File: src/rtl/evt_intr_pkg.sv
package evt_intr_pkg;

  // Word addresses of the four registers in the group
  localparam int unsigned REG_PEND = 0;
  localparam int unsigned REG_LIVE = 1;
  localparam int unsigned REG_EN   = 2;
  localparam int unsigned REG_MASK = 3;

  // Per-bit occurrence count: 0, 1 or 2 stored events
  typedef logic [1:0] occ_cnt_t;
  localparam occ_cnt_t OCC_NONE = 2'd0;
  localparam occ_cnt_t OCC_MAX  = 2'd2;

  // A clear retires one stored occurrence, then a new one is enqueued,
  // saturating at OCC_MAX.
  function automatic occ_cnt_t occ_step(occ_cnt_t cur, logic clr, logic occ);
    occ_cnt_t nxt;
    nxt = (clr && (cur != OCC_NONE)) ? cur - 2'd1 : cur;
    if (occ && (nxt != OCC_MAX)) nxt = nxt + 2'd1;
    return nxt;
  endfunction

  // Rising-edge detection against the previous sample
  function automatic logic [31:0] rise_of(logic [31:0] now, logic [31:0] prev);
    return now & ~prev;
  endfunction

endpackage

File: src/rtl/evt_rise_det.sv
module evt_rise_det #(
  parameter int W = 32
) (
  input  logic         clk,
  input  logic         rst_n,
  input  logic [W-1:0] evt_i,
  output logic [W-1:0] rise_o
);
  logic [W-1:0] prev_q;

  always_ff @(posedge clk or negedge rst_n) begin
    if (!rst_n) prev_q <= '0;
    else        prev_q <= evt_i;
  end

  assign rise_o = evt_i & ~prev_q;
endmodule

File: src/rtl/evt_occ_slot.sv
module evt_occ_slot
  import evt_intr_pkg::*;
(
  input  logic       clk,
  input  logic       rst_n,
  input  logic       clr_i,
  input  logic       occ_i,
  output logic [1:0] cnt_o,
  output logic       pend_o
);
  occ_cnt_t cnt_q;

  always_ff @(posedge clk or negedge rst_n) begin
    if (!rst_n) cnt_q <= OCC_NONE;
    else        cnt_q <= occ_step(cnt_q, clr_i, occ_i);
  end

  assign cnt_o  = cnt_q;
  assign pend_o = (cnt_q != OCC_NONE);
endmodule

File: src/rtl/evt_cfg_regs.sv
module evt_cfg_regs
  import evt_intr_pkg::*;
#(
  parameter int W  = 32,
  parameter int AW = 2
) (
  input  logic          clk,
  input  logic          rst_n,
  input  logic          wr_i,
  input  logic [AW-1:0] addr_i,
  input  logic [W-1:0]  wdata_i,
  output logic [W-1:0]  en_o,
  output logic [W-1:0]  mask_o
);
  logic [W-1:0] en_q;
  logic [W-1:0] mask_q;
  logic         wr_en;
  logic         wr_mask;

  assign wr_en   = wr_i && (addr_i == AW'(REG_EN));
  assign wr_mask = wr_i && (addr_i == AW'(REG_MASK));

  always_ff @(posedge clk or negedge rst_n) begin
    if (!rst_n) begin
      en_q   <= '0;
      mask_q <= '1;
    end else begin
      if (wr_en)   en_q   <= wdata_i;
      if (wr_mask) mask_q <= wdata_i;
    end
  end

  assign en_o   = en_q;
  assign mask_o = mask_q;
endmodule

File: src/rtl/evt_intr_bank.sv
module evt_intr_bank
  import evt_intr_pkg::*;
#(
  parameter int W  = 32,
  parameter int AW = 2
) (
  input  logic          clk,
  input  logic          rst_n,
  input  logic [W-1:0]  evt_i,
  input  logic [AW-1:0] reg_addr_i,
  input  logic          reg_wr_i,
  input  logic [W-1:0]  reg_wdata_i,
  output logic [W-1:0]  reg_rdata_o,
  output logic          irq_o
);
  localparam int CW = 2 * W;

  // Named internal events, observed by the checker
  logic [W-1:0]  rise_v;   // raw rising edges
  logic [W-1:0]  occ_v;    // unmasked edges = occurrences
  logic [W-1:0]  clr_v;    // write-one-to-clear strobes
  logic [W-1:0]  pend_v;   // pending register view
  logic [CW-1:0] cnt_flat; // per-bit occurrence counts
  logic [W-1:0]  en_q;
  logic [W-1:0]  mask_q;
  logic          wr_pend;
  logic          wr_pend_all;
  logic          irq_q;
  logic [W-1:0]  rdata_q;

  evt_rise_det #(.W(W)) u_rise (
    .clk    (clk),
    .rst_n  (rst_n),
    .evt_i  (evt_i),
    .rise_o (rise_v)
  );

  evt_cfg_regs #(.W(W), .AW(AW)) u_cfg (
    .clk     (clk),
    .rst_n   (rst_n),
    .wr_i    (reg_wr_i),
    .addr_i  (reg_addr_i),
    .wdata_i (reg_wdata_i),
    .en_o    (en_q),
    .mask_o  (mask_q)
  );

  assign occ_v       = rise_v & ~mask_q;
  assign wr_pend     = reg_wr_i && (reg_addr_i == AW'(REG_PEND));
  assign clr_v       = wr_pend ? reg_wdata_i : '0;
  assign wr_pend_all = wr_pend && (&reg_wdata_i);

  for (genvar i = 0; i < W; i++) begin : g_slot
    evt_occ_slot u_slot (
      .clk    (clk),
      .rst_n  (rst_n),
      .clr_i  (clr_v[i]),
      .occ_i  (occ_v[i]),
      .cnt_o  (cnt_flat[2*i +: 2]),
      .pend_o (pend_v[i])
    );
  end

  always_ff @(posedge clk or negedge rst_n) begin
    if (!rst_n) irq_q <= 1'b0;
    else        irq_q <= |(pend_v & en_q);
  end

  always_ff @(posedge clk or negedge rst_n) begin
    if (!rst_n) begin
      rdata_q <= '0;
    end else begin
      case (reg_addr_i)
        AW'(REG_PEND): rdata_q <= pend_v;
        AW'(REG_LIVE): rdata_q <= evt_i;
        AW'(REG_EN):   rdata_q <= en_q;
        default:       rdata_q <= mask_q;
      endcase
    end
  end

  assign irq_o       = irq_q;
  assign reg_rdata_o = rdata_q;
endmodule

File: config.mk
export PLATFORM = sky130hd
export DESIGN_NAME = evt_intr_bank
export DESIGN_NICKNAME = d
export VERILOG_FILES = /design/src/rtl/evt_intr_pkg.sv /design/src/rtl/evt_rise_det.sv /design/src/rtl/evt_occ_slot.sv /design/src/rtl/evt_cfg_regs.sv /design/src/rtl/evt_intr_bank.sv
export SDC_FILE = /design/constraint.sdc
export NUM_CORES = 1
export LEC_CHECK = 0
export ABC_CLOCK_PERIOD_IN_PS = 2700
export BUFFER_PORTS_ARGS = -buffer_cell sky130_fd_sc_hd__buf_4
export CAP_MARGIN = 20
export CORE_ASPECT_RATIO = 0.8
export CORE_MARGIN = 5
export CORE_UTILIZATION = 55
export DETAILED_ROUTE_END_ITERATION = 8
export PLACE_DENSITY = 0.8
export SYNTH_ARGS = -nofsm -noshare
export SYNTH_HDL_FRONTEND = slang
export SYNTH_SLANG_ARGS = --single-unit
File: constraint.sdc
create_clock -name clk -period 2.7 [get_ports clk]
set_input_delay 0.27 -clock clk [delete_from_list [all_inputs] [get_ports clk]]
set_output_delay 0.27 -clock clk [all_outputs]
set_load 0.05 [all_outputs]
; Word level (Yosys, flattened, before mapping)
; Index checks and enable logic that the tools add are counted.
[op_classes]
order_cmp = 0
mul = 0
bitwise = 5
mux = 66
add_sub_neg = 64
n_div = 0
eq_ne = 35
n_reduce_logical = 101
shifts = 0
[ops]
columns = op, n
row1 = two-way mux 2 bit, 64
row2 = AND 32 bit, 3
row3 = case mux 32 bit (3 select lines), 1
row4 = logical AND 1 bit, 67
row5 = "adder 2 x 1 -> 2 bit, second input constant", 32
row6 = "!= test 2 bit, second input constant", 32
row7 = NOT 32 bit, 2
row8 = nonzero test 2 bit, 32
row9 = "subtractor 2 x 1 -> 2 bit, second input constant", 32
row10 = two-way mux 32 bit, 1
row11 = OR reduction 32 bit, 1
row12 = "== test 2 bit, second input constant", 2
row13 = "== test 2 x 1 -> 1 bit, second input constant", 1
row14 = zero test 2 bit, 1
[word_totals]
latch_bits = 0
mem_bits_rw = 0
in_bits = 69
memories = 0
register_bits = 193
romBits = 0

; Depth between registers and ports, before layout
; Gate-level depths: netlist (run 1).
[depth]
ltp_word = 8
mapped_depth = 11

; Hierarchy
; Synthesis (run 1) repeated with hierarchy kept, for this count alone.
[unflattened]
cells_unflattened = 810
area_unflattened_um2 = 11695.0
[by_module_without_submodules]
columns = mod, area_each_um2, cells_per_inst, seq_area_each_um2, n_inst
row1 = evt_occ_slot, 173.9, 14, 50.0, 32
row2 = evt_cfg_regs, 2692.6, 136, 1641.6, 1
row3 = evt_intr_bank, 2195.9, 162, 825.8, 1
row4 = evt_rise_det, 1241.2, 64, 800.8, 1

; Worst setup path before layout (run 1)
; Ideal clock, no wire load.
[synth_path]
path_type = input -> register
from = input port reg_addr_i[1]
to = register g_slot[28].u_slot.cnt_q[1]
required_ps = 2613
n_path_buf = 3
arrival_ps = 2024
setup_time_ps = 87
cell_stages = 10
path_slack_ps = 589
cell_sequence = buf_2 -> nor3b_2 -> buf_4 -> buf_12 -> nand3_4 -> xnor2_2 -> ha_1 -> nor4b_1 -> a31oi_1 -> a22oi_1
[synth_via]
elab_chain_cells = 8
[synth_rtl]
columns = item, line
row1 = from (decl), evt_intr_bank.sv:10  ; input logic [AW-1:0] reg_addr_i,
row2 = zero test 2 bit *, evt_intr_bank.sv:49  ; assign wr_pend = reg_wr_i && (reg_addr_i == AW'(REG_PEND));
row3 = logical AND 1 bit *, evt_intr_bank.sv:49
row4 = two-way mux 32 bit *, evt_intr_bank.sv:50  ; assign clr_v = wr_pend ? reg_wdata_i : '0;
row5 = logical AND 1 bit *, evt_intr_pkg.sv:18  ; nxt = (clr && (cur != OCC_NONE)) ? cur - 2'd1 : cur;
row6 = two-way mux 2 bit *, evt_intr_pkg.sv:18
row7 = "parallel branches: the longest is 2 deep, another holds adder 2 x 1 -> 2 bit", n/a
row8 = two-way mux 2 bit *, evt_intr_pkg.sv:19  ; if (occ && (nxt != OCC_MAX)) nxt = nxt + 2'd1;
row9 = to (signal assigned), evt_occ_slot.sv:15  ; else cnt_q <= occ_step(cnt_q, clr_i, occ_i);
row10 = to (decl), evt_occ_slot.sv:11  ; occ_cnt_t cnt_q;
; Every way passes the cells marked *.
; A chain may end at the register's enable or synchronous reset.

; Final worst setup path (run 1)
[layout_path]
from = register g_slot[18].u_slot.cnt_q[0]
to = register g_slot[18].u_slot.cnt_q[1]
[layout_via]
elab_chain_cells = 6
[layout_rtl]
columns = item, line
row1 = from (decl), evt_occ_slot.sv:11
row2 = from (signal assigned), evt_occ_slot.sv:15
row3 = "parallel branches: the longest is 2 deep, another holds subtractor 2 x 1 -> 2 bit", n/a
row4 = two-way mux 2 bit *, evt_intr_pkg.sv:18
row5 = "parallel branches: the longest is 2 deep, another holds adder 2 x 1 -> 2 bit", n/a
row6 = two-way mux 2 bit *, evt_intr_pkg.sv:19
; Marks and branches as above.

==> reports/results.tsv, run 1 <==
stage	metric	value	unit
run_status	status	finished clean	
global_route	grt ovf	0	
place	DP HPWL	14100	um
synthesis	syn_area_per_cell	12.8	um2
route	TritonRoute pass-1 iters	5	
global_route	initial antenna violation count	0	
sta	worst slew pin tran	0.719	ns
synthesis	Yosys reg bits	193	
route	metal3 WL	1230	um
sta	Max Clock Freq	445	MHz
route	initial DRC count	492	
power	Pwr Total	11.6	mW
place	Port Buf Inserts	101	
floorplanning	Total Die Area	20800	um2
sta	Hold Fails Final Rpt	0	
cells_and_area	non-filler cells in the finished layout	1162	
synthesis	main flop type after synthesis	dfrtp_1	
cells_and_area	diode count	0	
clock_network	CTS sink count	193	
cells_and_area	final core occ	68.2	%
synthesis	top cells by area, synth	dfrtp_1 41%, dfstp_2 8.5%, ha_1 8.1%, mux2_2 7.3%, mux4_2 7.3%	
synthesis	sequential area share after synthesis	49.2	%
route	post-DR vias/cell	5.54	
clock_network	CTS Buf Count	17	
route	via count	6440	
cells_and_area	layout cells sized above 1	33.2	%
critical_path	CP Class	flip-flop to flip-flop	
route	Top Metal Used	met4	
critical_path	Setup crit end kind	flip-flop	
clock_network	Max H-tree Level	4	
sta	# setup viols final	0	
synthesis	share of the synthesized area in the top cell type	40.7	%
sta	max-slew violations	0	
route	Post-DRT Antenna Nets	0	
synthesis	Netlist cell types	31	
floorplanning	I/O Pins	102	
worst_hold_path	worst min-delay path category	input port to flip-flop	
synthesis	Post-Syn Instances	775	
floorplanning	DIE WIDTH	160	um
synthesis	Post-Syn Area	9900	um2
power	Max VDD drop	496	uV
critical_path	Startpoint Class	flip-flop	
floorplanning	row count	43	
floorplanning	core footprint	17500	um2
clock_network	clock latency on the worst-skew pair	0.43	ns
sta	skew final	0.00717	ns
route	Routed met2 length	9620	um
clock_network	clk slew on worst S/H paths	0.07	ns
place	DP Cell Count	1097	
sta	setup_tns	0	ns
synthesis	ys async rst share	100	%
synthesis	number of enable flip-flop cells after synthesis	0	
global_route	number of global-route vias before repair	6730	
worst_hold_path	HP Start	reg_wdata_i[20]	
cells_and_area	final-layout fill cell count	1247	
floorplanning	die height	130	um
route	DR WL/cell	17.4	um
sta	RSZ-0062 raised after global routing	false	
synthesis	Mapped Nets	908	
synthesis	count leader, synth	dfrtp_1	
synthesis	Synthesis Warnings	0	
cells_and_area	Post-layout nets	1057	
clock_network	CTS tree	done	
clock_network	setup bufs post-CTS	0	
critical_path	FF-to-FF Start	g_slot[18].u_slot.cnt_o[0]	
sta	fin crit share	83.3	%
critical_path	CP startpoint	g_slot[18].u_slot.cnt_o[0]	
route	total wire length	20300	um
global_route	GRT Util Overall	20.9	%
cells_and_area	Layout area overhead	20.5	%
global_route	first-pass GRT wire length	34700	um
critical_path	CP max FO	4	
sta	shortest period the worst path allows	2.25	ns
critical_path	WP data required	3.00	ns
critical_path	WP data arrival	2.55	ns
power	Pwr Density	973	nW/um2
synthesis	Synth top cells by count	161 x dfrtp_1, 96 x inv_1, 64 x ha_1, 64 x mux2_2, 50 x xnor2_1	
floorplanning	initial core utilization	56.6	%
route	DRC viols	0	
synthesis	top cell type by total area after synthesis	dfrtp_1	
global_route	largest net degree at the start of global routing	73	
clock_network	clock root cell	clkbuf_16	
clock_network	clk buf depth	2	
run	Max-cap violations	0	
power	Pleak	5.44	nW
place	Placer Congestion	0.832	
sta	relative slew slack	51.4	%
route	Post-Route M1 WL	9220	um
[metal layers]
layer | vias up | track usage [%]
met5 | - | 0
met4 | 0 | 5.06
met3 | 19 | 5.12
li1 | 3055 | -
met2 | 163 | 33.6
met1 | 3203 | 29.2
[state kept, by name, indices dropped and copies added, names as in the netlist]
name / count
g_slot.u_slot.cnt_o: 64
irq_o: 1
reg_rdata_o: 32
u_cfg.en_o: 32
u_cfg.mask_o: 32
u_rise.prev_q: 32
[final timing paths]
| kind | endpoint | cells past startpoint | slack (ns) |
|---|---|---|---|
| setup / recovery | g_slot[18].u_slot.cnt_o[1] | 9 | 0.45 |
| hold / removal | u_cfg.mask_o[20] | 2 | 0.09 |
| setup reg to reg | g_slot[18].u_slot.cnt_o[1] | 9 | 0.45 |
| hold reg to reg | u_cfg.en_o[15] | 1 | 0.53 |
| max in group asynchronous | u_cfg.mask_o[25] | 3 | 1.49 |
| min in group asynchronous | reg_rdata_o[23] | 2 | 0.41 |
[kinds of logic (layout without fill, tap and decap cells)]
family	Yosys count	after routing	share of synthesized area, %
DFF	193	193	49.2
and+or+nand+nor	131	131	9.19
buffers and inverters	115	277	4.92
AOI/OAI and AO/OA	112	112	7.32
muxes	96	96	14.6
adders and majority gates	64	64	8.09
xor gates and xnor gates	64	64	6.72
[repair_timing]
item,in CTS,in global routing
hold buffers,33,0
endpoints found under the hold margin,89,0
resized for setup,0,0
[cells in the final DEF, fill, tap and decap left out]
cell type	Yosys	routed
a22oi_1	36	36
nand3_1	7	6
o21ai_0	32	32
buf_12	1	3
nor2_1	27	27
a21o_1	12	12
dlygate4sd3_1	0	33
nor4b_1	32	32
o21ba_2	5	5
nor3b_4	0	1
xnor2_1	50	50
a21oi_1	12	12
xnor2_2	14	14
inv_1	96	96
bufinv_16	0	3
ha_1	64	64
and3_1	12	12
nand3b_1	1	1
clkinv_2	0	3
dfrtp_1	161	161
nand2b_1	12	12
clkbuf_16	0	17
nand3_4	10	10
clkinv_4	0	3
clkinvlp_4	0	4
dfstp_2	32	32
nand2_1	20	20
mux2_2	64	64
nand3_2	4	5
mux4_2	32	32
a31oi_1	15	15
clkbuf_8	0	3
or4_1	1	1
nand4_1	4	4
buf_4	3	112
[final cells by class]
type | count | area, um2 | area share (%)
well taps | 225 | 282 | 2.36
inverters | 96 | 360 | 3.02
repair buffers | 149 | 1240 | 10.4
clock buffers | 19 | 453 | 3.80
clock inverters | 13 | 161 | 1.35
flip-flops and latches | 193 | 4870 | 40.8
multi-input cells | 467 | 4550 | 38.2
[power breakdown]
part	switching, mW	internal (mW)	total [mW]
logic	2.63	2.14	4.78
clock network	1.09	1.51	2.60
registers	0.434	3.80	4.23
[through the flow]
| stage | cell area, um2 | worst slack (ns) | hold WS (ns) |
|---|---|---|---|
| 2_1_floorplan | 9900 | 0.589 | -0.0256 |
| 3_3_place_gp | 11000 | 0.310 | 0.314 |
| 5_1_grt | 11900 | 0.246 | 0.0717 |
| 6_report | 11900 | 0.451 | 0.0916 |
| 4_1_cts | 11900 | 0.497 | 0.0738 |
| 3_5_place_dp | 11000 | 0.139 | 0.310 |
[critical path, stage by stage, from the launching register on]
cell,delay [ns]
dfrtp_1,0.37
inv_1,0.06
ha_1,0.19
inv_1,0.09
and3_1,0.23
xnor2_1,0.13
ha_1,0.25
nor4b_1,0.62
a21o_1,0.14
o21ai_0,0.07
(Power assumes the default switching activity.)
==> inputs of run 2 (changes only) <==
ABC_CLOCK_PERIOD_IN_PS = 1930   (was 2700)
CORE_UTILIZATION = 54   (was 55)
PLACE_DENSITY = 0.82   (was 0.8)
clock period = 1.93 ns   (was 2.7 ns; I/O delays follow)
==> reports/results.tsv, run 2 (synthesis results as in run 1) <==
stage	metric	value	unit	change
sta	Max Clock Freq	513	MHz	was 445 MHz
clock_network	clock latency on the worst-skew pair	0.44	ns	was 0.43 ns
place	Port Buf Inserts	101		unchanged
critical_path	WP data required	2.30	ns	was 3.00 ns
run_status	failing checks	negative setup slack		
critical_path	Setup crit end kind	flip-flop		unchanged
global_route	first-pass GRT wire length	37600	um	was 34700 um
floorplanning	core footprint	18100	um2	was 17500 um2
sta	shortest period the worst path allows	1.95	ns	was 2.25 ns
global_route	grt ovf	0		unchanged
route	DRC viols	0		unchanged
critical_path	biggest cell delay along the critical path	0.40	ns	was 0.62 ns
clock_network	Max H-tree Level	4		unchanged
floorplanning	die height	131	um	was 130 um
cells_and_area	final-layout fill cell count	983		was 1247
run	Max-cap violations	0		unchanged
run_status	status	finished with violations		was finished clean
clock_network	clock root cell	clkbuf_16		unchanged
sta	max-slew violations	0		unchanged
sta	# setup viols final	1		was 0
global_route	initial antenna violation count	0		unchanged
global_route	GRT Util Overall	22.5	%	was 20.9%
power	Pleak	6.28	nW	was 5.44 nW
cells_and_area	Post-layout nets	1196		was 1057
route	post-DR vias/cell	5.60		was 5.54
route	initial DRC count	394		was 492
clock_network	clk buf depth	2		unchanged
sta	worst slew pin tran	0.750	ns	was 0.719 ns
floorplanning	row count	44		was 43
floorplanning	I/O Pins	102		unchanged
sta	relative slew slack	50.0	%	was 51.4%
clock_network	CTS Buf Count	17		unchanged
floorplanning	initial core utilization	54.8	%	was 56.6%
route	Post-DRT Antenna Nets	0		unchanged
cells_and_area	Layout area overhead	41.6	%	was 20.5%
critical_path	Reg-to-Reg End	g_slot[22].u_slot.cnt_o[1]		was g_slot[18].u_slot.cnt_o[1]
route	DR WL/cell	19.6	um	was 17.4 um
sta	Hold Fails Final Rpt	0		unchanged
critical_path	critical path cell sequence	inv_1, ha_2, inv_2, and3_4, buf_6, nor2_4, a21oi_2, ha_2, nor4b_4, buf_4, nand2b_1, o21ai_1		was inv_1, ha_1, inv_1, and3_1, xnor2_1, ha_1, nor4b_1, a21o_1, o21ai_0
worst_hold_path	HP Start	reg_wdata_i[2]		was reg_wdata_i[20]
clock_network	clk slew on worst S/H paths	0.07	ns	about the same
critical_path	WP data arrival	2.32	ns	was 2.55 ns
sta	fin crit share	101	%	was 83.3%
cells_and_area	max reg flops	64		unchanged
clock_network	CTS sink count	193		unchanged
power	Pwr Density	1410	nW/um2	was 973 nW/um2
sta	Fin Hold WS	0.0183	ns	was 0.0916 ns
route	total wire length	25700	um	was 20300 um
floorplanning	DIE WIDTH	161	um	was 160 um
cells_and_area	commonest non-fill, non-tap cell in the layout	buf_4		was dfrtp_1
cells_and_area	most frequent cells in the layout	242 x buf_4, 159 x dfrtp_1, 64 x mux2_2		was 161 x dfrtp_1, 112 x buf_4, 96 x inv_1
power	Max VDD drop	867	uV	was 496 uV
cells_and_area	diode count	0		unchanged
worst_hold_path	WHS Path Cells	2		unchanged
critical_path	Crit path top cell by count	ha_2		
cells_and_area	layout cells sized above 1	57.9	%	was 33.2%
critical_path	CP max-delay cell	dfrtp_1		was nor4b_1
cells_and_area	fin area	14000	um2	was 11900 um2
critical_path	R2R setup slack	-0.02	ns	was 0.45 ns
place	Placer Congestion	0.826		was 0.832
cells_and_area	non-filler cells in the finished layout	1306		was 1162
global_route	largest net degree at the start of global routing	53		was 73
critical_path	CP max FO	3		was 4
place	DP HPWL	15300	um	was 14100 um
route	TritonRoute pass-1 iters	4		was 5
global_route	number of global-route vias before repair	7478		was 6730
critical_path	FF-to-FF path depth	12		was 9
critical_path	Startpoint Class	flip-flop		unchanged
sta	skew final	0.0139	ns	was 0.00717 ns
critical_path	FF-to-FF Start	g_slot[22].u_slot.cnt_o[1]		was g_slot[18].u_slot.cnt_o[0]
place	DP Cell Count	1193		was 1097
floorplanning	Total Die Area	21200	um2	was 20800 um2
route	via count	7313		was 6440
sta	fin worst setup slack	-0.0195	ns	was 0.451 ns
worst_hold_path	worst min-delay path category	input port to flip-flop		unchanged
worst_hold_path	end of the worst hold path	u_cfg.mask_o[2]		was u_cfg.mask_o[20]
clock_network	CTS tree	done		unchanged
critical_path	CP Class	flip-flop to flip-flop		unchanged
place	Placed Area	11900	um2	was 11000 um2
sta	RSZ-0062 raised after global routing	true		was false
-- run 2: per-stage QoR --
step | TNS [ns] | worst slack, ns | utilization, % | power [mW]
3_5_place_dp | -9.55 | -0.288 | 65.8 | 13.9
5_1_grt | -2.05 | -0.137 | 77.6 | 21.1
6_report | -0.0195 | -0.0195 | 77.6 | 19.8
2_1_floorplan | 0 | 0.0241 | - | 11.0
4_1_cts | -0.0286 | -0.0116 | 72.0 | 17.7
3_3_place_gp | -6.51 | -0.200 | 65.8 | 13.4
-- run 2: layout make-up --
type	count	area [um2]	share of cell area [%]
Clock buffer	19	453	3.23
Clock inverter	13	125	0.893
Inverter	96	368	2.62
Multi-Input combinational cell	467	5580	39.8
Sequential cell	193	4870	34.8
Tap cell	230	288	2.05
Timing Repair Buffer	288	2330	16.6
-- run 2: worst max path at each step --
stage | slack (ns) | depth (start not counted) | start | to
final | -0.02 | 12 | g_slot[22].u_slot.cnt_o[1] | g_slot[22].u_slot.cnt_o[1]
after global routing | -0.14 | 12 | g_slot[22].u_slot.cnt_o[1] | g_slot[22].u_slot.cnt_o[1]
after CTS | -0.01 | 9 | g_slot[2].u_slot.cnt_o[0] | g_slot[2].u_slot.cnt_o[0]
after detailed placement | -0.29 | 11 | reg_addr_i[0] | g_slot[31].u_slot.cnt_o[1]
after global placement | -0.20 | 11 | reg_addr_i[0] | g_slot[15].u_slot.cnt_o[1]
after floorplan | 0.02 | 10 | reg_addr_i[1] | g_slot[28].u_slot.cnt_o[1]
-- run 2: critical path, delay by kind of cell, from the launching register on --
family                     cells  cell delay [ns]
and+or+nand+nor                4             0.60
AOI/OAI and AO/OA              2             0.11
buffers and inverters          4             0.40
DFF                            1             0.40
adders and majority gates      2             0.36
-- run 2: timing repair --
| action | in CTS | in global routing |
|---|---|---|
| buffers inserted | 3 | 40 |
| pin swaps | 3 | 65 |
| resized for setup | 23 | 203 |
| endpoints found under the hold margin | 78 | 0 |
| hold buffers | 38 | 0 |
| endpoints found under the setup margin | 16 | 64 |
-- run 2: per-layer routing --
metal	GRT usage, %	part of all wire (%)	vias to the layer above
met1	30.0	42	3685
met3	5.38	4.8	68
met5	0	0	-
met2	37.7	51	213
met4	5.92	2.9	0
li1	-	-	3347
-- run 2: report_power, final --
| part | switching [mW] | internal [mW] |
|---|---|---|
| combinational | 5.01 | 5.20 |
| sequential | 0.782 | 5.32 |
| clock | 1.62 | 1.87 |
| total | 7.42 | 12.4 |
==> inputs of run 3 (changes only) <==
RECOVER_POWER = 25   (was not set)
REMOVE_ABC_BUFFERS = 1   (was not set)
==> reports/results.tsv, run 3 (synthesis results as in run 1) <==
stage	metric	value	unit	change
worst_hold_path	worst min-delay path category	input port to flip-flop		unchanged
cells_and_area	layout cells sized above 1	58.9	%	was 57.9%
global_route	initial antenna violation count	1		was 0
critical_path	biggest cell delay along the critical path	0.43	ns	was 0.40 ns
place	DP Cell Count	1196		was 1193
sta	RSZ-0062 raised after global routing	true		unchanged
place	pre-CTS setup slack	-0.408	ns	was -0.288 ns
critical_path	R2R setup slack	-0.16	ns	was -0.02 ns
sta	Max Clock Freq	479	MHz	was 513 MHz
cells_and_area	final-layout fill cell count	921		was 983
global_route	GRT Util Overall	22.9	%	was 22.5%
power	Power Internal	13.2	mW	was 12.4 mW
critical_path	CP Class	flip-flop to flip-flop		unchanged
worst_hold_path	WHS Path Cells	2		unchanged
worst_hold_path	HP Start	reg_wdata_i[17]		was reg_wdata_i[2]
run_status	status	finished with violations		unchanged
critical_path	CP max FO	3		unchanged
critical_path	Startpoint Class	flip-flop		unchanged
route	initial DRC count	578		was 394
critical_path	WP data required	2.28	ns	was 2.30 ns
floorplanning	Total Die Area	21200	um2	unchanged
clock_network	Max H-tree Level	4		unchanged
global_route	GRT Max-Usage Layer	met2		unchanged
route	DRC viols	0		unchanged
sta	relative slew slack	5.01	%	was 50.0%
sta	Fin Hold WS	0.0207	ns	was 0.0183 ns
cells_and_area	non-filler cells in the finished layout	1339		was 1306
floorplanning	row count	44		unchanged
clock_network	CTS tree	done		unchanged
route	post-DR vias/cell	5.83		was 5.60
floorplanning	I/O Pins	102		unchanged
floorplanning	core footprint	18100	um2	unchanged
place	Placed Area	11800	um2	was 11900 um2
clock_network	clk slew on worst S/H paths	0.07	ns	about the same
sta	worst slew pin tran	1.42	ns	was 0.750 ns
sta	setup_tns	-1.12	ns	was -0.0195 ns
cells_and_area	Reg area	4870	um2	about the same
sta	fin crit share	108	%	was 101%
power	Logic pwr share	52.7	%	was 51.5%
power	sequential power share	28.9	%	was 30.8%
sta	Hold Fails Final Rpt	0		unchanged
clock_network	clock latency on the worst-skew pair	0.44	ns	about the same
cells_and_area	final core occ	79.1	%	was 77.6%
global_route	met2 Resource Use GR	38.9	%	was 37.7%
place	Placer Congestion	0.837		was 0.826
power	switching part of the total power	37.7	%	was 37.5%
worst_hold_path	end of the worst hold path	u_cfg.en_o[17]		was u_cfg.mask_o[2]
power	Pwr Density	1490	nW/um2	was 1410 nW/um2
global_route	grt met3 use	4.38	%	was 5.38%
sta	skew final	0.00911	ns	was 0.0139 ns
critical_path	FF-to-FF Start	g_slot[20].u_slot.cnt_o[0]		was g_slot[22].u_slot.cnt_o[1]
clock_network	CTS sink count	193		unchanged
cells_and_area	area of the multi-input gates	5630	um2	was 5580 um2
floorplanning	DIE WIDTH	161	um	unchanged
critical_path	Reg-to-Reg End	g_slot[20].u_slot.cnt_o[0]		was g_slot[22].u_slot.cnt_o[1]
clock_network	CTS Buf Count	17		unchanged
power	Pleak	6.32	nW	was 6.28 nW
critical_path	Setup crit end kind	flip-flop		unchanged
place	Port Buf Inserts	101		unchanged
cells_and_area	max reg flops	64		unchanged
clock_network	clock root cell	clkbuf_16		unchanged
power	Clock power frac	18.3	%	was 17.6%
critical_path	WP data arrival	2.44	ns	was 2.32 ns
critical_path	FF-to-FF path depth	12		unchanged
clock_network	clk buf depth	2		unchanged
power	Net Switching	8.00	mW	was 7.42 mW
sta	max-slew violations	0		unchanged
global_route	number of global-route vias before repair	7622		was 7478
sta	shortest period the worst path allows	2.09	ns	was 1.95 ns
floorplanning	initial core utilization	54.8	%	unchanged
route	TritonRoute pass-1 iters	5		was 4
sta	# setup viols final	23		was 1
global_route	largest net degree at the start of global routing	57		was 53
power	Max VDD drop	652	uV	was 867 uV
place	DP HPWL	15400	um	was 15300 um
power	Pwr Total	21.2	mW	was 19.8 mW
cells_and_area	commonest non-fill, non-tap cell in the layout	buf_4		unchanged
route	DR WL/cell	22.3	um	was 19.6 um
cells_and_area	Layout area overhead	44.4	%	was 41.6%
global_route	grt ovf	0		unchanged
route	via count	7812		was 7313
floorplanning	die height	131	um	unchanged
cells_and_area	most frequent cells in the layout	233 x buf_4, 161 x dfrtp_1, 64 x mux2_2		was 242 x buf_4, 159 x dfrtp_1, 64 x mux2_2
sta	fin worst setup slack	-0.159	ns	was -0.0195 ns
global_route	global-route met1 utilization	29.5	%	was 30.0%
cells_and_area	Post-layout nets	1229		was 1196
global_route	first-pass GRT wire length	38100	um	was 37600 um
critical_path	critical path cell sequence	inv_1, ha_2, inv_2, and3_4, buf_6, nor2_4, a21oi_2, ha_2, nor4b_4, buf_4, buf_6, xnor2_2		was inv_1, ha_2, inv_2, and3_4, buf_6, nor2_4, a21oi_2, ha_2, nor4b_4, buf_4, nand2b_1, o21ai_1
cells_and_area	diode count	0		unchanged
route	Post-DRT Antenna Nets	0		unchanged
critical_path	CP max-delay cell	dfrtp_1		unchanged
run	Max-cap violations	0		unchanged
cells_and_area	fin area	14300	um2	was 14000 um2
route	total wire length	29800	um	was 25700 um
run_status	failing checks	negative setup slack		unchanged
run 3: changes by cell type in the layout (fill, tap and decap cells not counted), moves of 8 or more:
cell and delta:
buf_4 -9, clkbuf_1 +36, inv_1 -15, nand2_1 -8, inv_2 +13
run 3: worst max-delay path by stage:
| stage | startpoint | endpoint | cells past startpoint |
|---|---|---|---|
| global route | g_slot[10].u_slot.cnt_o[1] | g_slot[10].u_slot.cnt_o[1] | 11 |
| detailed placement | reg_wr_i | g_slot[6].u_slot.cnt_o[1] | 10 |
| finish | g_slot[20].u_slot.cnt_o[0] | g_slot[20].u_slot.cnt_o[0] | 12 |
| CTS | g_slot[6].u_slot.cnt_o[0] | g_slot[6].u_slot.cnt_o[1] | 10 |
| global placement | reg_wr_i | g_slot[29].u_slot.cnt_o[1] | 11 |
| floorplan | reg_addr_i[0] | g_slot[27].u_slot.cnt_o[1] | 8 |
run 3: layer usage:
layer	up-vias	part of all wire, %	wire length [um]
met3	109	5.1	1510
met4	2	4.4	1300
met2	312	52	15500
met1	3981	38	11500
met5	-	0.044	13
li1	3408	-	-
run 3: final cells by class:
class | count | area share [%]
Tap cell | 230 | 2.01
Clock inverter | 10 | 1.28
Sequential cell | 193 | 34.1
Clock buffer | 22 | 3.11
Inverter | 96 | 2.61
Multi-Input combinational cell | 467 | 39.4
Timing Repair Buffer | 321 | 17.5
run 3: what timing repair did:
| action | in CTS | in global routing |
|---|---|---|
| hold buffers | 42 | 0 |
| setup endpoints to repair | 38 | 60 |
| gates resized for setup | 51 | 251 |
| pin swaps | 3 | 91 |
| buffers inserted | 8 | 63 |
| hold endpoints to repair | 85 | 0 |
run 3: worst max-delay path: cells and delay by family (launching register included):
kind	cells	cell delay, ns
simple gates	3	0.54
compound gates	1	0.04
buf+inv	5	0.52
fa+ha+maj	2	0.37
xor+xnor	1	0.11
flops	1	0.43
run 3: power groups by stage:
stage	Clock [mW]	Sequential, mW	Combinational, mW
finish	3.89	6.15	11.2
global route	4.05	6.25	12.0
CTS	3.88	5.95	8.18
detailed placement	0	5.97	7.72
global placement	0	5.91	7.33
floorplan	0	6.47	4.35
